## config.mk

```make
export PLATFORM = sky130hd
export DESIGN_NAME = axil_reg_bridge
export DESIGN_NICKNAME = d
export VERILOG_FILES = /design/src/rtl/axil_bridge_pkg.sv /design/src/rtl/axil_bridge_arb.sv /design/src/rtl/axil_bridge_wdog.sv /design/src/rtl/axil_reg_bridge.sv
export SDC_FILE = /design/constraint.sdc
export NUM_CORES = 1
export LEC_CHECK = 0
export BUFFER_PORTS_ARGS = -buffer_cell sky130_fd_sc_hd__buf_2
export CAP_MARGIN = 20
export CORE_MARGIN = 3
export CORE_UTILIZATION = 42
export CTS_CLUSTER_SIZE = 16
export DETAILED_ROUTE_END_ITERATION = 10
export GPL_ROUTABILITY_DRIVEN = 0
export MAX_ROUTING_LAYER = met4
export PLACE_DENSITY = 0.91
export SYNTH_ARGS = -nofsm -noshare
export SYNTH_HDL_FRONTEND = slang
export SYNTH_SLANG_ARGS = --single-unit
```

## constraint.sdc

```tcl
create_clock -name clk -period 1.79 [get_ports clk]
set_input_delay 0.179 -clock clk [delete_from_list [all_inputs] [get_ports clk]]
set_output_delay 0.179 -clock clk [all_outputs]
set_load 0.02 [all_outputs]
```

## src/rtl/axil_bridge_pkg.sv

```systemverilog
package axil_bridge_pkg;
  typedef enum logic [1:0] {ST_IDLE, ST_REQ, ST_WAIT, ST_RESP} bridge_state_e;
  localparam logic [1:0]  RESP_OKAY   = 2'b00;
  localparam logic [1:0]  RESP_SLVERR = 2'b10;
  localparam logic [31:0] ERR_WORD    = 32'hDEAD_DEAD;
endpackage

```

## src/rtl/axil_bridge_arb.sv

```systemverilog
module axil_bridge_arb (
  input  logic clk,
  input  logic rst_n,
  input  logic idle,
  input  logic aw_v,
  input  logic w_v,
  input  logic ar_v,
  output logic take_wr,
  output logic take_rd
);
  logic wr_pending;
  assign wr_pending = aw_v && w_v;
  // fixed priority: a complete write request always wins
  assign take_wr = idle && wr_pending;
  assign take_rd = idle && ar_v && !wr_pending;

  assert_one_grant_R2: assert property (@(posedge clk) disable iff (!rst_n)
    !(take_wr && take_rd));
endmodule

```

## src/rtl/axil_bridge_wdog.sv

```systemverilog
module axil_bridge_wdog #(
  parameter int LIMIT = 32
) (
  input  logic clk,
  input  logic rst_n,
  input  logic start,
  input  logic run,
  input  logic ack,
  output logic expire
);
  localparam int CW = (LIMIT > 1) ? $clog2(LIMIT) : 1;
  localparam logic [CW-1:0] LAST = CW'(LIMIT - 1);
  logic [CW-1:0] cnt_q;

  always_ff @(posedge clk) begin
    if (!rst_n)                    cnt_q <= '0;
    else if (start)                cnt_q <= '0;
    else if (run && cnt_q != LAST) cnt_q <= cnt_q + 1'b1;
  end

  assign expire = run && !ack && (cnt_q == LAST);

  assert_count_moves_R6: assert property (@(posedge clk) disable iff (!rst_n)
    (run && !ack && !expire && !start) |=> (cnt_q == $past(cnt_q) + 1'b1));
endmodule

```

## src/rtl/axil_reg_bridge.sv

```systemverilog
module axil_reg_bridge
  import axil_bridge_pkg::*;
#(
  parameter int AXI_ADDR_W = 32,
  parameter int REG_ADDR_W = 14,
  parameter int DATA_W     = 32,
  parameter int ACK_LIMIT  = 32
) (
  input  logic                  clk,
  input  logic                  rst_n,
  input  logic                  s_awvalid,
  output logic                  s_awready,
  input  logic [AXI_ADDR_W-1:0] s_awaddr,
  input  logic [2:0]            s_awprot,
  input  logic                  s_wvalid,
  output logic                  s_wready,
  input  logic [DATA_W-1:0]     s_wdata,
  input  logic [DATA_W/8-1:0]   s_wstrb,
  output logic                  s_bvalid,
  input  logic                  s_bready,
  output logic [1:0]            s_bresp,
  input  logic                  s_arvalid,
  output logic                  s_arready,
  input  logic [AXI_ADDR_W-1:0] s_araddr,
  input  logic [2:0]            s_arprot,
  output logic                  s_rvalid,
  input  logic                  s_rready,
  output logic [DATA_W-1:0]     s_rdata,
  output logic [1:0]            s_rresp,
  output logic                  reg_wr,
  output logic                  reg_rd,
  output logic [REG_ADDR_W-1:0] reg_addr,
  output logic [DATA_W-1:0]     reg_wdata,
  input  logic [DATA_W-1:0]     reg_rdata,
  input  logic                  reg_ack
);
  localparam int LSB = 2;

  function automatic logic [REG_ADDR_W-1:0] to_word(input logic [AXI_ADDR_W-1:0] a);
    return a[REG_ADDR_W+LSB-1:LSB];
  endfunction

  bridge_state_e        state_q;
  logic                 is_wr_q;
  logic [REG_ADDR_W-1:0] addr_q;
  logic [DATA_W-1:0]    wdata_q, rdata_q;
  logic [1:0]           resp_q;

  // named internal events
  logic idle, busy, wr_accept, rd_accept, ack_seen, timed_out, resp_done;
  logic ign_unused;

  assign idle      = rst_n && (state_q == ST_IDLE);
  assign busy      = (state_q == ST_REQ) || (state_q == ST_WAIT);
  assign ack_seen  = busy && reg_ack;
  assign resp_done = (state_q == ST_RESP) && (is_wr_q ? s_bready : s_rready);
  assign ign_unused = ^{s_awprot, s_arprot, s_wstrb, s_awaddr, s_araddr};

  axil_bridge_arb u_arb (
    .clk(clk), .rst_n(rst_n), .idle(idle),
    .aw_v(s_awvalid), .w_v(s_wvalid), .ar_v(s_arvalid),
    .take_wr(wr_accept), .take_rd(rd_accept)
  );

  axil_bridge_wdog #(.LIMIT(ACK_LIMIT)) u_wdog (
    .clk(clk), .rst_n(rst_n), .start(wr_accept || rd_accept),
    .run(busy), .ack(reg_ack), .expire(timed_out)
  );

  always_ff @(posedge clk) begin
    if (!rst_n) begin
      state_q <= ST_IDLE;
      is_wr_q <= 1'b0;
      addr_q  <= '0;
      wdata_q <= '0;
      rdata_q <= '0;
      resp_q  <= RESP_OKAY;
    end else begin
      unique case (state_q)
        ST_IDLE: begin
          if (wr_accept) begin
            state_q <= ST_REQ;
            is_wr_q <= 1'b1;
            addr_q  <= to_word(s_awaddr);
            wdata_q <= s_wdata;
          end else if (rd_accept) begin
            state_q <= ST_REQ;
            is_wr_q <= 1'b0;
            addr_q  <= to_word(s_araddr);
          end
        end
        ST_REQ, ST_WAIT: begin
          if (ack_seen) begin
            state_q <= ST_RESP;
            resp_q  <= RESP_OKAY;
            rdata_q <= is_wr_q ? '0 : reg_rdata;
          end else if (timed_out) begin
            state_q <= ST_RESP;
            resp_q  <= RESP_SLVERR;
            rdata_q <= DATA_W'(ERR_WORD);
          end else begin
            state_q <= ST_WAIT;
          end
        end
        ST_RESP: if (resp_done) state_q <= ST_IDLE;
        default: state_q <= ST_IDLE;
      endcase
    end
  end

  assign s_awready = wr_accept;
  assign s_wready  = wr_accept;
  assign s_arready = rd_accept;
  assign s_bvalid  = rst_n && (state_q == ST_RESP) && is_wr_q;
  assign s_rvalid  = rst_n && (state_q == ST_RESP) && !is_wr_q;
  assign s_bresp   = resp_q;
  assign s_rresp   = resp_q;
  assign s_rdata   = rdata_q;
  assign reg_wr    = rst_n && (state_q == ST_REQ) && is_wr_q;
  assign reg_rd    = rst_n && (state_q == ST_REQ) && !is_wr_q;
  assign reg_addr  = addr_q;
  assign reg_wdata = wdata_q;

  assert_wr_pair_R1: assert property (@(posedge clk) disable iff (!rst_n)
    s_awready |-> (s_awvalid && s_wvalid && s_wready));
  assert_rd_yield_R2: assert property (@(posedge clk) disable iff (!rst_n)
    s_arready |-> (s_arvalid && !(s_awvalid && s_wvalid)));
  assert_strobe_after_accept_R4: assert property (@(posedge clk) disable iff (!rst_n)
    (s_awready || s_arready) |=> $onehot({reg_wr, reg_rd}));
  assert_strobe_pulse_R4: assert property (@(posedge clk) disable iff (!rst_n)
    (reg_wr || reg_rd) |=> !(reg_wr || reg_rd));
  assert_resp_after_ack_R5: assert property (@(posedge clk) disable iff (!rst_n)
    ack_seen |=> ((s_bvalid || s_rvalid) && s_bresp == RESP_OKAY));
  assert_timeout_err_R6: assert property (@(posedge clk) disable iff (!rst_n)
    timed_out |=> ((s_bvalid || s_rvalid) && s_rresp == RESP_SLVERR));
  assert_hold_b_R7: assert property (@(posedge clk) disable iff (!rst_n)
    (s_bvalid && !s_bready) |=> (s_bvalid && $stable(s_bresp)));
  assert_hold_r_R7: assert property (@(posedge clk) disable iff (!rst_n)
    (s_rvalid && !s_rready) |=> (s_rvalid && $stable(s_rdata) && $stable(s_rresp)));
  assert_busy_no_ready_R7: assert property (@(posedge clk) disable iff (!rst_n)
    (s_bvalid || s_rvalid || reg_wr || reg_rd) |-> !(s_awready || s_arready));
  assert_reset_quiet_R9: assert property (@(posedge clk)
    !rst_n |-> !(s_awready || s_wready || s_arready || s_bvalid || s_rvalid));
endmodule

```

==> results by group <==
Outcome
  • Status: complete, no violations

Clock tree
  • CTS Buf Count: 9
  • Num Clock Sinks: 87
  • Skew-Pair Late Insertion Delay: 340 ps
  • CTS tree: done
  • Worst-case clock buffer depth: 2
  • Clock slew at reported path FFs: 90 ps
  • Post-CTS Hold Buffers: 0
  • CTS root buf: clkbuf_8
  • H-tree levels: 3

Routing
  • Post-route ant nets: 0
  • Via count: about 3400
  • First-pass DRT Iterations: 5
  • Routed WL: 9692 um
  • Via density: 5.067
  • DRC: 0
  • WL per Instance: 14.53 um
  • DRT iter0 DRCs: 100

Global route
  • Largest net degree at the start of global routing: roughly 90
  • Overflow left after global routing: 0
  • Global Route Usage Sum: 0.2013
  • Antenna violations before repair: 0
  • Vias in the first global route: 3462
  • Global-route wire length before repair: 15610 um

Power
  • Comb pwr share: 0.389
  • Maximum vdd ir drop: 0.0007256 V
  • PwrDens: 1340 nW/um^2
  • Clk pwr share: 0.215
  • Pwr Total: ~6.5 mW
  • Switch share: 0.3660
  • Int Pwr: a little over 4 mW
  • NetSw: 2.377 mW
  • Lkg Pwr: 2.321 nW
  • Seq pwr share: 0.397

Critical path
  • Crit. End Element: register
  • Required @ worst endpoint: 2020 ps
  • CP startpoint kind: register
  • CP Data Arrival Time: 1940 ps
  • Crit Path Category: reg -> reg
  • Crit path max fanout: 22

Yosys
  • Sequential-to-total area share from yosys stat: 0.4912
  • Post-Syn Instances: 378
  • Avg Cell Area, Syn: 9.381 um^2
  • Netlist cell types: 32
  • Top FF cell, synth: dfxtp_1
  • Post-synth EDFFs: 0
  • Yosys reg bits: between 80 and 90
  • FFs w/ async S/R, synth: 0
  • Syn. warnings: 0
  • Synthesized area: 3546 um^2

Run
  • Max Cap Violations: 0

STA
  • Final setup skew: 12.18 ps
  • Hold slack: between 20 and 30 ps
  • Period utilization: 0.9589
  • Fin Setup TNS: 0 ps
  • Max transition margin: 0.6736
  • Setup-failing EPs final: 0
  • RSZ-0062 raised after global routing: no
  • Tmin final: 1716 ps
  • Final Max Slew Viols: 0
  • Measured slew at the worst slew-check pin: a little under 500 ps
  • Fmax: between 0.5 and 0.6 GHz
  • Final hold violations: 0

Place
  • Input/output buffers: 186
  • Dpl cell area: roughly 4500 um^2
  • Post-DP HPWL: 6896 um

Cells and area
  • Commonest non-fill, non-tap cell in the layout: buf_2
  • Most frequent cells in the layout: 184 x buf_2, 89 x nand2_1, 87 x dfxtp_1
  • # diodes: 0
  • Final nets: 711
  • Fillcell total: 692
  • Layout cell share with drive strength beyond 1: 0.4354
  • Area grow syn2layout: 36.70%
  • Final instance area: 4847 um^2

Die
  • Die area: 9581 um^2
  • Rows: 32
  • Die height: 97.89 um
  • I/O pin count: 235
  • Starting Density: 0.4450
  • Die width: 97.89 um
  • Core region area: 7968 um^2

Hold path
  • HP Class: in -> reg
## area by class of cell
class / count / area [um^2] / area share
sequential: 87 / 1742 / 0.3593
multi-input combinational: 256 / 1619 / 0.3340
timing repair buffer: 203 / 1144 / 0.2359
clock buffer: 10 / 137.6 / 0.02839
tap: 102 / 127.6 / 0.02633
clock inverter: 6 / 66.31 / 0.01368
inverter: 3 / 11.26 / 0.002323
## flip-flops by register name, indices dropped and copies added, names as in the netlist
signal        cells
is_wr_q           1
reg_addr         14
reg_wdata        32
s_bresp           1
s_rdata          32
state_q           2
u_wdog.cnt_q      5
## stage by stage
step                  util  instances  worst slack (ps)
finish              0.6084        667             73.62
global route        0.6084        667             11.86
CTS                 0.6021        665             17.28
detailed placement  0.5691        645             13.97
global placement    0.5691        645             76.81
floorplan                -        379             141.5
## kinds of logic (layout without fill, tap and decap cells)
family,after synthesis,in the layout,share of synthesized area
compound gates,77,77,0.1570
xor+xnor,2,2,0.004941
fa+ha+maj,5,5,0.01764
buf+inv,36,222,0.05822
flops,87,87,0.4912
mux,31,31,0.08751
other cells,1,2,0.001058
simple gates,139,139,0.1824
## cell usage after synthesis, types with 2 or more instances
| library cell | instances | area [um^2] |
|---|---|---|
| nor2_1 | 4 | 15.01 |
| and3_1 | 3 | 18.77 |
| nor2b_1 | 32 | 200.2 |
| and3b_1 | 3 | 26.28 |
| mux2i_1 | 31 | 310.3 |
| buf_2 | 9 | 45.04 |
| clkbuf_1 | 12 | 45.04 |
| clkbuf_2 | 2 | 10.01 |
| a21oi_1 | 6 | 30.03 |
| nand3_1 | 2 | 10.01 |
| nand2_1 | 89 | 334.1 |
| buf_4 | 7 | 52.55 |
| dfxtp_1 | 87 | 1742 |
| a22oi_1 | 11 | 82.58 |
| inv_1 | 3 | 11.26 |
| o221a_2 | 22 | 247.7 |
| buf_6 | 2 | 22.52 |
| ha_1 | 5 | 62.56 |
| o21ai_0 | 35 | 175.2 |
## per-layer routing
metal,vias to the layer above,track usage,part of all wire
met2,130,0.3487,0.51
met1,1588,0.2246,0.41
met4,0,0.06177,0.014
met5,-,-,0
met3,13,0.05643,0.071
li1,1649,-,-
## worst max-delay path, stage by stage, from the launching register on
cell	delay [ps]
dfxtp_1	340
ha_1	220
and3_1	180
ha_2	200
o21a_1	220
buf_12	170
o221a_2	270
## repair_timing
| item | CTS | global route |
|---|---|---|
| setup endpoints to repair | 7 | 11 |
| gates resized for setup | 2 | 4 |
| pin swaps | 2 | 2 |
| buffers inserted | 3 | 1 |
| cloned | 1 | 1 |
## final timing paths
kind / start / endpoint / slack, ps / cells past startpoint
worst min-delay path: s_wdata[21] / reg_wdata[21]$_SDFFE_PN0P_ / 30 / 3
worst min register to register: reg_wdata[18]$_SDFFE_PN0P_ / reg_wdata[18]$_SDFFE_PN0P_ / 460 / 2
worst max-delay path: u_wdog.cnt_q[0]$_SDFFE_PP0P_ / s_rdata[30]$_SDFFE_PN0P_ / 70 / 6
worst max register to register: u_wdog.cnt_q[0]$_SDFFE_PP0P_ / s_rdata[30]$_SDFFE_PN0P_ / 70 / 6
## power groups by stage
| stage | clock, mW | combinational, mW | sequential (mW) |
|---|---|---|---|
| 3_3_place_gp | 0 | 2.33 | 2.59 |
| 3_5_place_dp | 0 | 2.41 | 2.62 |
| 6_report | 1.39 | 2.53 | 2.58 |
| 5_1_grt | 1.53 | 2.73 | 2.63 |
| 2_1_floorplan | 0 | 1.13 | 3.05 |
| 4_1_cts | 1.43 | 2.47 | 2.58 |
(Power assumes the default switching activity.)
